===== src/rtl/pe_pair_pkg.sv =====
package pe_pair_pkg;

  localparam int NUM_PE = 4;
  localparam int IDX_W  = $clog2(NUM_PE);

  typedef enum logic [2:0] {
    MODE_SOLO  = 3'b000,
    MODE_DUO   = 3'b001,
    MODE_SPLIT = 3'b010,
    MODE_FIXED = 3'b011,
    MODE_ALT   = 3'b100,
    MODE_ADAPT = 3'b101,
    MODE_RSVD  = 3'b110,
    MODE_POOL  = 3'b111
  } share_mode_e;

  typedef logic [IDX_W-1:0]        pe_idx_t;
  typedef logic [NUM_PE*IDX_W-1:0] partner_vec_t;

  // every element points at itself
  function automatic partner_vec_t self_partners();
    partner_vec_t v;
    for (int i = 0; i < NUM_PE; i++) v[i*IDX_W +: IDX_W] = IDX_W'(i);
    return v;
  endfunction

  // a<->b and c<->d; an index paired with itself stays unpaired
  function automatic partner_vec_t pair_up(input pe_idx_t a, input pe_idx_t b,
                                           input pe_idx_t c, input pe_idx_t d);
    partner_vec_t v;
    v = self_partners();
    v[a*IDX_W +: IDX_W] = b;
    v[b*IDX_W +: IDX_W] = a;
    v[c*IDX_W +: IDX_W] = d;
    v[d*IDX_W +: IDX_W] = c;
    return v;
  endfunction

  function automatic pe_idx_t partner_of(input partner_vec_t v, input pe_idx_t i);
    return v[i*IDX_W +: IDX_W];
  endfunction

  function automatic logic pairs_symmetric(input partner_vec_t v);
    logic ok;
    ok = 1'b1;
    for (int i = 0; i < NUM_PE; i++)
      if (partner_of(v, partner_of(v, IDX_W'(i))) != IDX_W'(i)) ok = 1'b0;
    return ok;
  endfunction

  function automatic logic idle_are_self(input logic [NUM_PE-1:0] m, input partner_vec_t v);
    logic ok;
    ok = 1'b1;
    for (int i = 0; i < NUM_PE; i++)
      if (!m[i] && partner_of(v, IDX_W'(i)) != IDX_W'(i)) ok = 1'b0;
    return ok;
  endfunction

endpackage


===== src/rtl/pe_rank_pick.sv =====
module pe_rank_pick
  import pe_pair_pkg::*;
#(
  parameter int SUM_W = 16
) (
  input  logic [NUM_PE*SUM_W-1:0] sums_i,
  output pe_idx_t                 hi_o,
  output pe_idx_t                 lo_o,
  output pe_idx_t                 rest_a_o,
  output pe_idx_t                 rest_b_o
);

  function automatic logic [SUM_W-1:0] sum_at(input logic [NUM_PE*SUM_W-1:0] s,
                                               input pe_idx_t i);
    return s[i*SUM_W +: SUM_W];
  endfunction

  pe_idx_t hi, lo;
  logic    got_a;

  always_comb begin
    // heaviest: strict compare keeps the lower index on ties
    hi = '0;
    for (int i = 1; i < NUM_PE; i++)
      if (sum_at(sums_i, IDX_W'(i)) > sum_at(sums_i, hi)) hi = IDX_W'(i);
    // lightest among the others, lower index on ties
    lo = (hi == '0) ? IDX_W'(1) : '0;
    for (int i = 0; i < NUM_PE; i++)
      if (IDX_W'(i) != hi && sum_at(sums_i, IDX_W'(i)) < sum_at(sums_i, lo)) lo = IDX_W'(i);
    // the two left over, ascending
    rest_a_o = '0;
    rest_b_o = '0;
    got_a    = 1'b0;
    for (int i = 0; i < NUM_PE; i++)
      if (IDX_W'(i) != hi && IDX_W'(i) != lo) begin
        if (!got_a) begin
          rest_a_o = IDX_W'(i);
          got_a    = 1'b1;
        end else begin
          rest_b_o = IDX_W'(i);
        end
      end
    hi_o = hi;
    lo_o = lo;
  end

endmodule


===== src/rtl/pe_pair_decode.sv =====
module pe_pair_decode
  import pe_pair_pkg::*;
(
  input  share_mode_e        mode_i,
  input  logic               alt_phase_i,
  input  pe_idx_t            hi_i,
  input  pe_idx_t            lo_i,
  input  pe_idx_t            rest_a_i,
  input  pe_idx_t            rest_b_i,
  output logic [NUM_PE-1:0]  mask_o,
  output partner_vec_t       partner_o,
  output logic               pool_o
);

  always_comb begin
    mask_o    = {NUM_PE{1'b1}};
    partner_o = self_partners();
    pool_o    = 1'b0;
    unique case (mode_i)
      MODE_DUO: begin
        mask_o    = 4'b0011;
        partner_o = pair_up(2'd0, 2'd1, 2'd2, 2'd2);
      end
      MODE_SPLIT, MODE_FIXED:
        partner_o = pair_up(2'd0, 2'd1, 2'd2, 2'd3);
      MODE_ALT:
        partner_o = alt_phase_i ? pair_up(2'd0, 2'd2, 2'd1, 2'd3)
                                : pair_up(2'd0, 2'd1, 2'd2, 2'd3);
      MODE_ADAPT:
        partner_o = pair_up(hi_i, lo_i, rest_a_i, rest_b_i);
      MODE_POOL:
        pool_o = 1'b1;
      default:
        mask_o = 4'b0001;
    endcase
  end

endmodule


===== src/rtl/pe_pairing_ctrl.sv =====
module pe_pairing_ctrl
  import pe_pair_pkg::*;
#(
  parameter int SUM_W = 16,
  localparam int TOT_W = SUM_W + $clog2(NUM_PE)
) (
  input  logic                    clk,
  input  logic                    rst_n,
  input  logic                    iter_start,
  input  logic [2:0]              mode,
  input  logic [NUM_PE*SUM_W-1:0] local_sums,
  output logic [NUM_PE-1:0]       active_mask,
  output logic [NUM_PE*IDX_W-1:0] partner,
  output logic                    pool_mode,
  output logic [TOT_W-1:0]        weight_total
);

  function automatic logic [TOT_W-1:0] sum_active(input logic [NUM_PE*SUM_W-1:0] s,
                                                  input logic [NUM_PE-1:0] m);
    logic [TOT_W-1:0] acc;
    acc = '0;
    for (int i = 0; i < NUM_PE; i++)
      if (m[i]) acc = acc + TOT_W'(s[i*SUM_W +: SUM_W]);
    return acc;
  endfunction

  share_mode_e        mode_e;
  pe_idx_t            rk_hi, rk_lo, rk_ra, rk_rb;
  logic [NUM_PE-1:0]  dec_mask;
  partner_vec_t       dec_partner;
  logic               dec_pool;
  logic               alt_phase_q;
  logic               alt_step;

  assign mode_e   = share_mode_e'(mode);
  assign alt_step = iter_start && (mode_e == MODE_ALT);

  pe_rank_pick #(.SUM_W(SUM_W)) u_rank (
    .sums_i   (local_sums),
    .hi_o     (rk_hi),
    .lo_o     (rk_lo),
    .rest_a_o (rk_ra),
    .rest_b_o (rk_rb)
  );

  pe_pair_decode u_decode (
    .mode_i      (mode_e),
    .alt_phase_i (alt_phase_q),
    .hi_i        (rk_hi),
    .lo_i        (rk_lo),
    .rest_a_i    (rk_ra),
    .rest_b_i    (rk_rb),
    .mask_o      (dec_mask),
    .partner_o   (dec_partner),
    .pool_o      (dec_pool)
  );

  always_ff @(posedge clk) begin
    if (!rst_n) begin
      active_mask  <= '0;
      partner      <= self_partners();
      pool_mode    <= 1'b0;
      weight_total <= '0;
      alt_phase_q  <= 1'b0;
    end else if (iter_start) begin
      active_mask  <= dec_mask;
      partner      <= dec_partner;
      pool_mode    <= dec_pool;
      weight_total <= sum_active(local_sums, dec_mask);
      if (alt_step) alt_phase_q <= ~alt_phase_q;
    end
  end


  out_hold_chk: assert property (@(posedge clk) disable iff (!rst_n)
    !$past(iter_start) |-> $stable({active_mask, partner, pool_mode, weight_total}));


  alt_flip_chk: assert property (@(posedge clk) disable iff (!rst_n)
    alt_step |=> alt_phase_q != $past(alt_phase_q));


  pair_sym_chk: assert property (@(posedge clk) disable iff (!rst_n)
    pairs_symmetric(partner));


  idle_self_chk: assert property (@(posedge clk) disable iff (!rst_n)
    idle_are_self(active_mask, partner));


  pool_shape_chk: assert property (@(posedge clk) disable iff (!rst_n)
    pool_mode |-> (active_mask == {NUM_PE{1'b1}} && partner == self_partners()));


  adapt_pair_chk: assert property (@(posedge clk) disable iff (!rst_n)
    (iter_start && mode_e == MODE_ADAPT) |=> partner_of(partner, $past(rk_hi)) == $past(rk_lo));

endmodule


===== config.mk =====
export PLATFORM = sky130hd
export DESIGN_NAME = pe_pairing_ctrl
export DESIGN_NICKNAME = d
export VERILOG_FILES = /design/src/rtl/pe_pair_pkg.sv /design/src/rtl/pe_rank_pick.sv /design/src/rtl/pe_pair_decode.sv /design/src/rtl/pe_pairing_ctrl.sv
export SDC_FILE = /design/constraint.sdc
export NUM_CORES = 1
export LEC_CHECK = 0
export CAP_MARGIN = 0
export CORE_MARGIN = 5
export CORE_UTILIZATION = 46
export DETAILED_ROUTE_END_ITERATION = 10
export DONT_BUFFER_PORTS = 1
export PLACE_DENSITY = 0.73
export SKIP_CTS_REPAIR_TIMING = 1
export SLEW_MARGIN = 20
export SYNTH_ARGS = -nofsm -noshare
export SYNTH_HDL_FRONTEND = slang
export SYNTH_HIERARCHICAL = 1
export SYNTH_SLANG_ARGS = --single-unit

===== constraint.sdc =====
create_clock -name clk -period 23.3 [get_ports clk]
set_input_delay 4.66 -clock clk [delete_from_list [all_inputs] [get_ports clk]]
set_output_delay 4.66 -clock clk [all_outputs]
set_load 0.005 [all_outputs]

==> Word-level counts from Yosys, hierarchy flattened <==
Index checks and enable logic that the tools add are counted.
{ "classes": {"n_reduce_logical": 15, "n_mul": 0, "addsub": 7, "eq_ne": 12, "div_mod_pow": 0, "shifts": 14, "magnitude_cmp": 7, "n_bitwise": 4, "mux": 40} }
{ "ops": {"columns": ["operator", "count"], "rows": [
  ["64-bit by 7-bit variable part select with 16-bit output", 5],
  ["18-bit 2-to-1 mux", 9],
  ["3-bit negator with 34-bit output", 4],
  ["2-bit by 34-bit variable shift with 8-bit output (first input constant)", 4],
  ["2-bit by 34-bit variable part select with 8-bit output", 4],
  ["16-bit less-than comparator", 4],
  ["64-bit by 6-bit variable part select with 16-bit output", 1],
  ["18-bit by 16-bit adder with 18-bit output", 3],
  ["16-bit greater-than comparator", 3],
  ["2-bit 2-to-1 mux", 16],
  ["8-bit case mux with 4 select lines", 1],
  ["8-bit bitwise mux", 3],
  ["16-bit 2-to-1 mux", 1],
  ["3-bit == test (second input constant)", 3],
  ["1-bit logical AND", 9],
  ["1-bit 2-to-1 mux", 8],
  ["8-bit 2-to-1 mux", 1],
  ["2-bit != test (first input constant)", 4],
  ["4-bit case mux with 2 select lines", 1],
  ["3-bit by 2-bit == test with 1-bit output (second input constant)", 2],
  ["5-bit OR reduction", 1],
  ["4-bit AND", 1],
  ["1-bit by 2-bit != test with 1-bit output (first input constant)", 2],
  ["4-bit NOT", 1],
  ["7 further kinds", 8]
]} }
{ "totals": {"ramBits": 0, "word_cells": 104, "regBits": 32, "memories": 0, "out_inout_bits": 31, "latch_bits": 0, "mem_bits_ro": 0} }

==> Longest topological paths before layout <==
Gate-level depths: netlist (run 1).
{ "depth": {"word_depth": 40, "mapped_depth": 67} }

==> By module <==
Netlist (run 1), hierarchy kept.
{ "modules_own_cells": {"columns": ["mod", "instances", "area_each_um2", "cells_per_inst"], "rows": [
  ["pe_pairing_ctrl", 1, 4176.5, 536],
  ["pe_rank_pick", 1, 3244.4, 425],
  ["pe_pair_decode", 1, 934.6, 128]
]} }

==> Worst setup path after synthesis (run 1) <==
No wires, ideal clock.
{ "synth_path": {"path_kind": "in2reg", "from": "in local_sums[14]", "to": "reg partner[6]", "t_arrival_ns": 18.054, "path_slack_ns": 5.186, "required_time_ns": 23.240, "setup_ns": 0.060, "path_stages": 66, "path_buffers": 7, "path_cell_list": "inv_1 -> ha_1 -> nand4_1 -> nor4_2 -> nor3_1 -> o31a_1 -> or2_2 -> buf_2 -> clkbuf_1 -> a21oi_1 -> ha_1 -> a21oi_1 -> nand2_1 -> a221o_1 -> o31ai_1 -> clkbuf_1 -> nand2_1 -> o21ai_0 -> (+30 left out) -> ha_1 -> a211o_1 -> o211ai_1 -> a21oi_1 -> o31ai_1 -> nor4b_1 -> a21o_1 -> a31oi_1 -> o211a_1 -> nor4_1 -> inv_1 -> ha_1 -> or3b_2 -> a21oi_1 -> o211ai_1 -> a31oi_1 -> mux2i_1 -> nand2_1"} }
{ "synth_between": {"elab_chain_len": 40, "word_cells_on_any_way": 71, "classes_between": "4 x add/sub; 7 x order compare; 6 x eq/ne; 14 x shift; 27 x mux; 2 x bitwise; 11 x reduce/logical"} }
{ "synth_rtl": {"columns": ["item", "line", "source"], "rows": [
  ["start: declaration", "pe_pairing_ctrl.sv:11", "input logic [NUM_PE*SUM_W-1:0] local_sums,"],
  ["16-bit greater-than comparator", "pe_rank_pick.sv:25", "if (sum_at(sums_i, IDX_W'(i)) > sum_at(sums_i, hi)) hi = IDX_W'(i);"],
  ["1-bit 2-to-1 mux", "pe_rank_pick.sv:25", null],
  ["64-bit by 6-bit variable part select with 16-bit output", "pe_rank_pick.sv:15", "return s[i*SUM_W +: SUM_W];"],
  ["16-bit greater-than comparator", "pe_rank_pick.sv:25", null],
  ["2-bit 2-to-1 mux", "pe_rank_pick.sv:25", null],
  ["64-bit by 7-bit variable part select with 16-bit output", "pe_rank_pick.sv:15", null],
  ["16-bit greater-than comparator", "pe_rank_pick.sv:25", null],
  ["2-bit 2-to-1 mux *", "pe_rank_pick.sv:25", null],
  ["via rk_hi[1]", "pe_pairing_ctrl.sv:28", "pe_idx_t rk_hi, rk_lo, rk_ra, rk_rb;"],
  ["(+26 left out)", null, null],
  ["2-bit 2-to-1 mux *", "pe_rank_pick.sv:35", "if (IDX_W'(i) != hi && IDX_W'(i) != lo) begin"],
  ["via rk_ra[0]", "pe_pairing_ctrl.sv:28", null],
  ["3-bit negator with 34-bit output", "pe_pair_pkg.sv:34", "v[c*IDX_W +: IDX_W] = d;"],
  ["2-bit by 34-bit variable part select with 8-bit output or 2-bit by 34-bit variable shift with 8-bit output (tied branches)", "pe_pair_pkg.sv:34", null],
  ["8-bit bitwise mux", "pe_pair_pkg.sv:34", null],
  ["8-bit bitwise mux *", "pe_pair_pkg.sv:35", "v[d*IDX_W +: IDX_W] = c;"],
  ["8-bit case mux with 4 select lines *", "pe_pair_decode.sv:19", "unique case (mode_i)"],
  ["via dec_partner[6]", "pe_pairing_ctrl.sv:30", "partner_vec_t dec_partner;"],
  ["end signal: assignment", "pe_pairing_ctrl.sv:61", "partner <= self_partners();"],
  ["end signal: assignment", "pe_pairing_ctrl.sv:67", "partner <= dec_partner;"],
  ["end: declaration", "pe_pairing_ctrl.sv:13", "output logic [NUM_PE*IDX_W-1:0] partner,"]
]} }
The timed path passes the listed nets; every way through them passes the cells marked *.
A chain may end at the register's enable or synchronous reset.

==> Worst setup path after layout (run 1) <==
{ "layout_path": {"from": "in local_sums[11]", "to": "reg partner[6]"} }
The elaborated chain is that of the path after synthesis.

==> impl_metrics.toml, run 1 <==
[timing]
relSlewSlack_pct = 26.71
min_period_over_period_pct = 86.05
fmax_mhz = 49.88
drv_slew = 0
fin_setup_tns_ns = 0
setup_viol = 0
fin_crit_ns = 20.05
max_slew.worst_pin.slew_ns = 1.099
fin_skew_ns = 0.0003832
finalHoldViolCount = 0
grt_setup_unrepaired = "no"
fin_ws_ns = 3.251
hold_slack_ns = 0.5048

[global_routing]
grt_pass1_wl_um = 39820
gr-total-overflow = 0
antenna_found_initial = 0
grt_pass1_vias = 7768
grt_usage_pct = 23.41
grt_max_degree = 47

[clock_network]
numCtsBuffers = 5
clk_pin_slew_ns = 0.06
htree_num_levels = 2
cts_root_buf = "clkbuf_16"
cts_tree = "done"
clk_path_buf_depth = 2
cts_sinks = 32
insertion_delay_ns = 0.28

[place]
post-place-ws_ns = 3.381
place.gp.congestion = 1.021
dp_hpwl_um = 20920
io_buffer_count = 0

[pwr]
leakage_nw = 3.954
p_per_area_nw_per_um2 = 78.44
total_power_mw = 0.6792
peakVddDrop_v = 0.00005304

[finish]
antenna_cells = 0
drive_above_1_share_pct = 7.729
layout_commonest_cell = "ha_1"
layout_common_cells = "ha_1 (159), a21oi_1 (95), nand2_1 (92)"
fillCellCount = 1793
nets = 1292
area_delta_synth_final_pct = 3.624

[yosys]
synth_edf_count = 0
synth_top_area_share_pct = 23.81
syn-cell-area_um2 = 8356
avgSynthCellArea_um2 = 7.673
yosysWarnings = 6
ys_ff_latch = 32
ys_seq_area_share_pct = 7.667
ys.flop_type = "dfxtp_1"
synthTopCellsByArea = "ha_1 (24%), dfxtp_1 (7.7%), mux2i_1 (5.9%)"
syn_inst = 1089
synth.distinct_cells = 97
yosys.area.top_type = "ha_1"
syn_nets = 1321
synth-async-reset-ratio_pct = 0

[detailed_routing]
ant_nets = 0
drt_iter0_markers = 544
drt_wl_total_um = 25260
vias = 8141
drtPass1Iterations = 6
wl_per_cell_um = 19.58
via_per_inst = 6.311
drc = 0

[floorplan]
fp-row-count = 49
die_x_um = 144.8
coreArea_um2 = 17900
die_area_um2 = 20960
ioPinCount = 101
die_height_um = 144.8
initial_core_util_pct = 46.67

[critical_path]
slowest_delay_ns = 0.85
crit_family = "compound AO/OA/AOI/OAI gates"
worst-setup-path-type = "input port to flip-flop"
end_kind = "flip-flop"
worstPathArrival_ns = 20.28
path_common_cell = "a21oi_1"
crit_fanout = 37
required_ns = 23.53
crit_slowest_cell = "o31ai_2"
path_buf_inv = 5
startpoint_type = "input port"

[run_status]
outcome = "finished clean"

[flow_run]
drv_cap = 0

[min_path]
min_path_type = "flip-flop to flip-flop"
==> worst register-to-register path: cells and delay by family, from the launching register on <==
kind | cells | cell delay, ns
flip-flops | 1 | 0.39
AO/OA/AOI/OAI | 2 | 0.22
AND/OR/NAND/NOR | 2 | 0.21
multiplexers | 1 | 0.13
buffers and inverters | 1 | 0.05
==> registers in the layout (all words and copies together), names as in the netlist <==
signal and flops:
partner 8, pool_mode 1, alt_phase_q 1, weight_total 18, active_mask 4
==> power by group <==
group          internal (mW)  total, mW  switching (mW)
combinational          0.230      0.534           0.305
sequential            0.0627     0.0688         0.00611
clock                 0.0507     0.0761          0.0253
total                  0.343      0.679           0.336
==> through the flow <==
stage / utilization [%] / cell area, um2 / instances
after global routing: 48.36 / 8658 / 1290
after global placement: 47.41 / 8487 / 1282
after detailed placement: 47.41 / 8487 / 1282
final: 48.36 / 8658 / 1290
after floorplan: - / 8356 / 1089
after CTS: 48.36 / 8658 / 1290
==> kinds of logic (layout without fill, tap and decap cells) <==
logic type	count (synthesis)	after routing	share of synthesized area, %
compound gates	335	335	26.98
simple gates	332	332	20.46
fa+ha+maj	165	165	24.93
buf+inv	107	79	5.570
mux	75	75	9.778
xor+xnor	42	42	4.567
flops	32	32	7.667
other cells	1	1	0.04488
==> synth_stat cells, types with 5 or more instances <==
cell / instances
mux2_4: 9
o21a_1: 11
nor3_1: 11
buf_2: 7
buf_6: 5
nor2b_1: 16
nand3_1: 30
a31oi_1: 12
a221oi_1: 6
o21ai_1: 6
nand4b_1: 6
inv_1: 63
a21oi_1: 95
mux2i_1: 49
o21ai_0: 70
xnor2_1: 28
or3_1: 10
o21bai_1: 5
o31ai_1: 8
ha_1: 159
nor2_1: 80
dfxtp_1: 32
nand2_1: 92
xor2_1: 13
nand4_1: 21
a21o_1: 26
and2_1: 14
o211ai_1: 11
nand2b_1: 11
and4_1: 5
mux2_2: 17
clkbuf_1: 25
o22ai_1: 5
a31o_2: 6
a211oi_1: 15
and3_1: 7
==> routing by layer <==
metal / GRT usage [%] / vias up / wire, um
met2: 42.14 / 246 / 12180
met1: 27.48 / 3827 / 10370
met3: 4.502 / 61 / 1614
met4: 8.542 / 0 / 1104
li1: - / 4007 / -
met5: 0 / - / 0
==> area by class of cell <==
| cell class | count | area, um2 | share of cell area [%] |
|---|---|---|---|
| Timing Repair Buffer | 6 | 45.04 | 0.5202 |
| Tap cell | 229 | 286.5 | 3.309 |
| Inverter | 65 | 246.5 | 2.847 |
| Clock buffer | 5 | 125.1 | 1.445 |
| Clock inverter | 3 | 46.29 | 0.5347 |
| Sequential cell | 32 | 640.6 | 7.399 |
| Multi-Input combinational cell | 950 | 7268 | 83.95 |
==> path summary, 6_finish.rpt <==
kind	endpoint	startpoint	slack [ns]	depth (start not counted)
min	partner[2]$_SDFFE_PN1P_	partner[2]$_SDFFE_PN1P_	0.50	2
max reg2reg	partner[0]$_SDFFE_PN0P_	alt_phase_q$_SDFFE_PN0P_	22.17	6
min reg2reg	partner[2]$_SDFFE_PN1P_	partner[2]$_SDFFE_PN1P_	0.50	2
max	partner[6]$_SDFFE_PN1P_	local_sums[11]	3.25	61
No activity file was read; power rests on OpenSTA's default activity.
==> run 2, diff against run 1 <==
clock period = 18.7 ns   (was 23.3 ns; I/O delays follow)
==> run 2 against run 1 <==
Compared with the run above:
- register-to-register slack lost 4.6 ns
- worst hold slack got worse by 0.0014 ns
- via count is 0.48% lower
- final cell count up 0.54%
- non-clock buffer count rose by 7
- sequential power up 25%
- power is 25% higher
- clock skew grew 0.0030 ns
- first-iteration DRC count down 17%
- critical path type unchanged
- critical endpoint unchanged
==> impl_metrics.toml, run 2 (synthesized netlist as in run 1, its figures left out) <==
[global_routing]
grt_pass1_wl_um = 39410
grt_usage_pct = 23.28
antenna_found_initial = 0
met2_usage_pct = 40.70
grt_pass1_vias = 7676
top_usage_layer = "met2"
grt_max_degree = 47
grt_use_met1_pct = 27.17
gr-total-overflow = 0
met3_usage_pct = 6.080

[critical_path]
worstPathArrival_ns = 18.06
crit_family = "compound AO/OA/AOI/OAI gates"
crit_fanout = 37
crit_slowest_cell = "or2_2"
path_buf_inv = 7
required_ns = 18.91
startpoint_type = "input port"
worst-setup-path-type = "input port to flip-flop"
path_common_cell = "ha_1"
slowest_delay_ns = 0.60
end_kind = "flip-flop"

[pwr]
p_per_area_nw_per_um2 = 97.30
peakVddDrop_v = 0.00005464
leakage_nw = 3.988

[detailed_routing]
ant_nets = 0
via_per_inst = 6.247
drtPass1Iterations = 5
drt_wl_total_um = 25450
vias = 8102
drc = 0
wl_per_cell_um = 19.62
drt_iter0_markers = 452

[min_path]
min_path_type = "flip-flop to flip-flop"

[floorplan]
die_height_um = 144.8
coreArea_um2 = 17900
initial_core_util_pct = 46.67
fp-row-count = 49
die_area_um2 = 20960
ioPinCount = 101
die_x_um = 144.8

[finish]
finalNonFillerCells = 1297
antenna_cells = 0
final_cell_area_um2 = 8727
nets = 1299
layout_commonest_cell = "ha_1"
largest_register_ffs = 18
layout_common_cells = "ha_1 (159), a21oi_1 (95), nand2_1 (92)"
top_regs = "weight_total (18), partner (8), active_mask (4)"
drive_above_1_share_pct = 8.427
largest-register = "weight_total"
area_delta_synth_final_pct = 4.447

[clock_network]
insertion_delay_ns = 0.27
clk_path_buf_depth = 2
clk_pin_slew_ns = 0.05
cts_sinks = 32
numCtsBuffers = 5
cts_tree = "done"
cts_root_buf = "clkbuf_16"
htree_num_levels = 2

[timing]
setup_viol = 0
relSlewSlack_pct = 39.44
fmax_mhz = 56.05
drv_slew = 0
max_slew.worst_pin.slew_ns = 0.8989
min_period_over_period_pct = 95.41
finalHoldViolCount = 0
fin_skew_ns = 0.003340
fin_crit_ns = 17.84

[place]
io_buffer_count = 0
place_area_um2 = 8494
dp_cells = 1283
place.gp.congestion = 0.9645
dp_hpwl_um = 21070

[flow_run]
drv_cap = 0

[run_status]
outcome = "finished clean"
-- run 2: cell count changes in the layout (fill, tap and decap cells not counted), sizes merged --
cell	change
clkbuf	+2
buf	+7
inv	-1
bufinv	-1
-- run 2: per-stage QoR --
step,power (mW),TNS [ns],setup slack [ns],utilization (%),hold slack [ns]
after floorplan,0.6097,0,1.506,-,0.4665
after global placement,0.7323,0,0.5920,47.45,0.4988
after detailed placement,0.7425,0,0.009518,47.45,0.4988
after CTS,0.8273,0,0.2492,48.29,0.5050
after global routing,0.9276,-0.01396,-0.01396,48.75,0.5269
final,0.8492,0,0.8591,48.75,0.5033
-- run 2: worst register-to-register path: cells and delay by family (launching register included) --
kind / cells / cell delay (ns)
flip-flops: 1 / 0.38
AO/OA/AOI/OAI: 1 / 0.36
multiplexers: 1 / 0.14
AND/OR/NAND/NOR: 2 / 0.13
-- run 2: area by class of cell --
cell class              count  area [um2]
clock buffers               7       142.6
clock inverters             1       7.507
fillers                  1753        9175
inverters                  65       246.5
multi-input cells         950        7293
flip-flops and latches     32       640.6
well taps                 229       286.5
repair buffers             13       110.1
-- run 2: path summary, 6_finish.rpt --
check	cells after the start	from	slack (ns)	to
hold reg to reg	2	weight_total[4]$_SDFFE_PN0P_	0.50	weight_total[4]$_SDFFE_PN0P_
setup / recovery	61	local_sums[14]	0.86	partner[6]$_SDFFE_PN1P_
hold / removal	2	weight_total[4]$_SDFFE_PN0P_	0.50	weight_total[4]$_SDFFE_PN0P_
setup reg to reg	4	alt_phase_q$_SDFFE_PN0P_	17.57	partner[4]$_SDFFE_PN0P_
-- run 2: power breakdown --
group	switching [mW]	leakage [nW]	total [mW]	internal [mW]
Clock	0.0274	0.0701	0.0803	0.0529
Combinational	0.386	3.65	0.683	0.297
Sequential	0.00745	0.264	0.0857	0.0782
-- run 2: layer usage --
layer,vias up,wire length (um),share of wire (%)
met5,-,0,0
met4,0,1252,4.9
met3,66,1845,7.2
met2,242,12140,48
met1,3769,10220,40
li1,4025,-,-
==> run 3, diff against run 2 <==
clock period = 19.45 ns   (was 18.7 ns; I/O delays follow)
==> run 3 against run 2 <==
Compared with the run above:
- worst hold slack got worse by 0.0017 ns
- power decreased by 4.4%
- flip-flop and latch count did not move
- non-clock buffer count up 1
- combinational power fell by 4.2%
- final cell count barely moved
- global-route usage is 0.17 points higher
- sequential power decreased by 3.7%
- core utilization decreased by 0.084 points
- routed wire length decreased by 0.90%
- clock skew fell by 0.0029 ns
- critical path type unchanged
- critical endpoint unchanged
==> impl_metrics.toml, run 3 (synthesized netlist as in run 1, its figures left out) <==
[pwr]
pwr-share-clk_pct = 9.3
pwr-share-comb_pct = 80.5
cellInternalPower_mw = 0.4070
p_sw_mw = 0.4048
sequentialPowerShare_pct = 10.2
peakVddDrop_v = 0.00005127
p_sw_share_pct = 49.87
leakage_nw = 3.989
p_per_area_nw_per_um2 = 93.18

[detailed_routing]
drc = 0
vias = 8135
drt_wl_total_um = 25220
wl_per_cell_um = 19.43
ant_nets = 0
drtPass1Iterations = 5
via_per_inst = 6.267
drt_iter0_markers = 527

[finish]
layout_commonest_cell = "ha_1"
antenna_cells = 0
largest-register = "weight_total"
fillCellCount = 1764
finalNonFillerCells = 1298
area_delta_synth_final_pct = 4.268
post-route-util_pct = 48.67
drive_above_1_share_pct = 8.419
nets = 1300
largest_register_ffs = 18
layout_common_cells = "ha_1 (159), a21oi_1 (95), nand2_1 (92)"
top_regs = "weight_total (18), partner (8), active_mask (4)"

[critical_path]
end_kind = "flip-flop"
startpoint_type = "input port"
worstPathArrival_ns = 18.58
worst-setup-path-type = "input port to flip-flop"
crit_fanout = 37
regToRegSetupSlack_ns = 18.31
required_ns = 19.68
crit_slowest_cell = "or2_2"
endpoint = "partner[6]$_SDFFE_PN1P_"
slowest_delay_ns = 0.60
reg2reg_depth = 6
worstReg2RegStart = "alt_phase_q$_SDFFE_PN0P_"
rr_endpoint = "partner[0]$_SDFFE_PN0P_"
crit_start = "local_sums[9]"

[timing]
finalHoldViolCount = 0
drv_slew = 0
fmax_mhz = 54.50
grt_setup_unrepaired = "no"
relSlewSlack_pct = 45.13
setup_viol = 0
fin_skew_ns = 0.0004429
max_slew.worst_pin.slew_ns = 0.8144
hold_slack_ns = 0.5016
fin_setup_tns_ns = 0
min_period_over_period_pct = 94.33
fin_crit_ns = 18.35

[clock_network]
numCtsBuffers = 5
clk_path_buf_depth = 2
htree_num_levels = 2
cts_root_buf = "clkbuf_16"
cts_sinks = 32
clk_pin_slew_ns = 0.06
insertion_delay_ns = 0.28
cts_tree = "done"

[global_routing]
met2_usage_pct = 39.68
grt_pass1_wl_um = 39860
grt_max_degree = 47
met3_usage_pct = 6.112
antenna_found_initial = 0
top_usage_layer = "met2"
grt_usage_pct = 23.45
grt_pass1_vias = 7913
gr-total-overflow = 0
grt_use_met1_pct = 27.04

[floorplan]
initial_core_util_pct = 46.67
ioPinCount = 101
die_area_um2 = 20960
fp-row-count = 49
die_x_um = 144.8
coreArea_um2 = 17900
die_height_um = 144.8

[place]
dp_hpwl_um = 20810
place.gp.congestion = 0.9611
dp_cells = 1282
io_buffer_count = 0

[min_path]
min_path_type = "flip-flop to flip-flop"
hold_depth = 2

[run_status]
outcome = "finished clean"

[flow_run]
drv_cap = 0
-- run 3: cell count changes in the layout (fill, tap and decap cells not counted), sizes merged --
cell | previous run | this run
clkinv | 1 | 4
clkinvlp | 1 | 0
buf | 13 | 14
clkbuf | 7 | 5
-- run 3: per-layer routing --
metal,vias to the layer above,share of wire [%]
met3,86,7.0
li1,4020,-
met1,3765,41
met5,-,0
met2,264,46
met4,0,6.0
-- run 3: critical path, delay by kind of cell --
kind                       cells  cell delay (ns)
AOI/OAI and AO/OA             29             6.49
adders and majority gates      7             2.08
buffers and inverters          6             0.99
muxes                          4             1.00
and+or+nand+nor               15             4.05
-- run 3: final cells by class --
| class | instances | area [um2] | share of cell area [%] |
|---|---|---|---|
| Clock buffer | 5 | 125.1 | 1.436 |
| Clock inverter | 3 | 18.77 | 0.2154 |
| Inverter | 65 | 246.5 | 2.829 |
| Multi-Input combinational cell | 950 | 7289 | 83.67 |
| Sequential cell | 32 | 640.6 | 7.353 |
| Tap cell | 229 | 286.5 | 3.289 |
| Timing Repair Buffer | 14 | 105.1 | 1.206 |
-- run 3: power by group through the flow --
stage | sequential [mW] | clock [mW] | combinational, mW
2_1_floorplan | 0.0816 | 0 | 0.505
3_3_place_gp | 0.0842 | 0 | 0.616
3_5_place_dp | 0.0843 | 0 | 0.625
4_1_cts | 0.0830 | 0.0768 | 0.630
5_1_grt | 0.0836 | 0.0801 | 0.724
6_report | 0.0825 | 0.0756 | 0.654
-- run 3: stage by stage --
stage | worst slack, ns | area (um2) | total power [mW]
CTS | 0.6119 | 8631 | 0.7898
finish | 1.103 | 8712 | 0.8118
global placement | 0.6051 | 8487 | 0.7001
floorplan | 2.106 | 8356 | 0.5862
detailed placement | 0.3423 | 8487 | 0.7098
global route | 0.1078 | 8712 | 0.8877
-- run 3: worst min path at each step --
stage                            startpoint                           end  slack, ns
2_1_floorplan       partner[2]$_SDFFE_PN1P_       partner[2]$_SDFFE_PN1P_       0.47
3_3_place_gp        partner[2]$_SDFFE_PN1P_       partner[2]$_SDFFE_PN1P_       0.49
3_5_place_dp   weight_total[4]$_SDFFE_PN0P_  weight_total[4]$_SDFFE_PN0P_       0.50
4_1_cts        weight_total[4]$_SDFFE_PN0P_  weight_total[4]$_SDFFE_PN0P_       0.51
5_1_grt        weight_total[0]$_SDFFE_PN0P_  weight_total[0]$_SDFFE_PN0P_       0.52
6_report       weight_total[4]$_SDFFE_PN0P_  weight_total[4]$_SDFFE_PN0P_       0.50
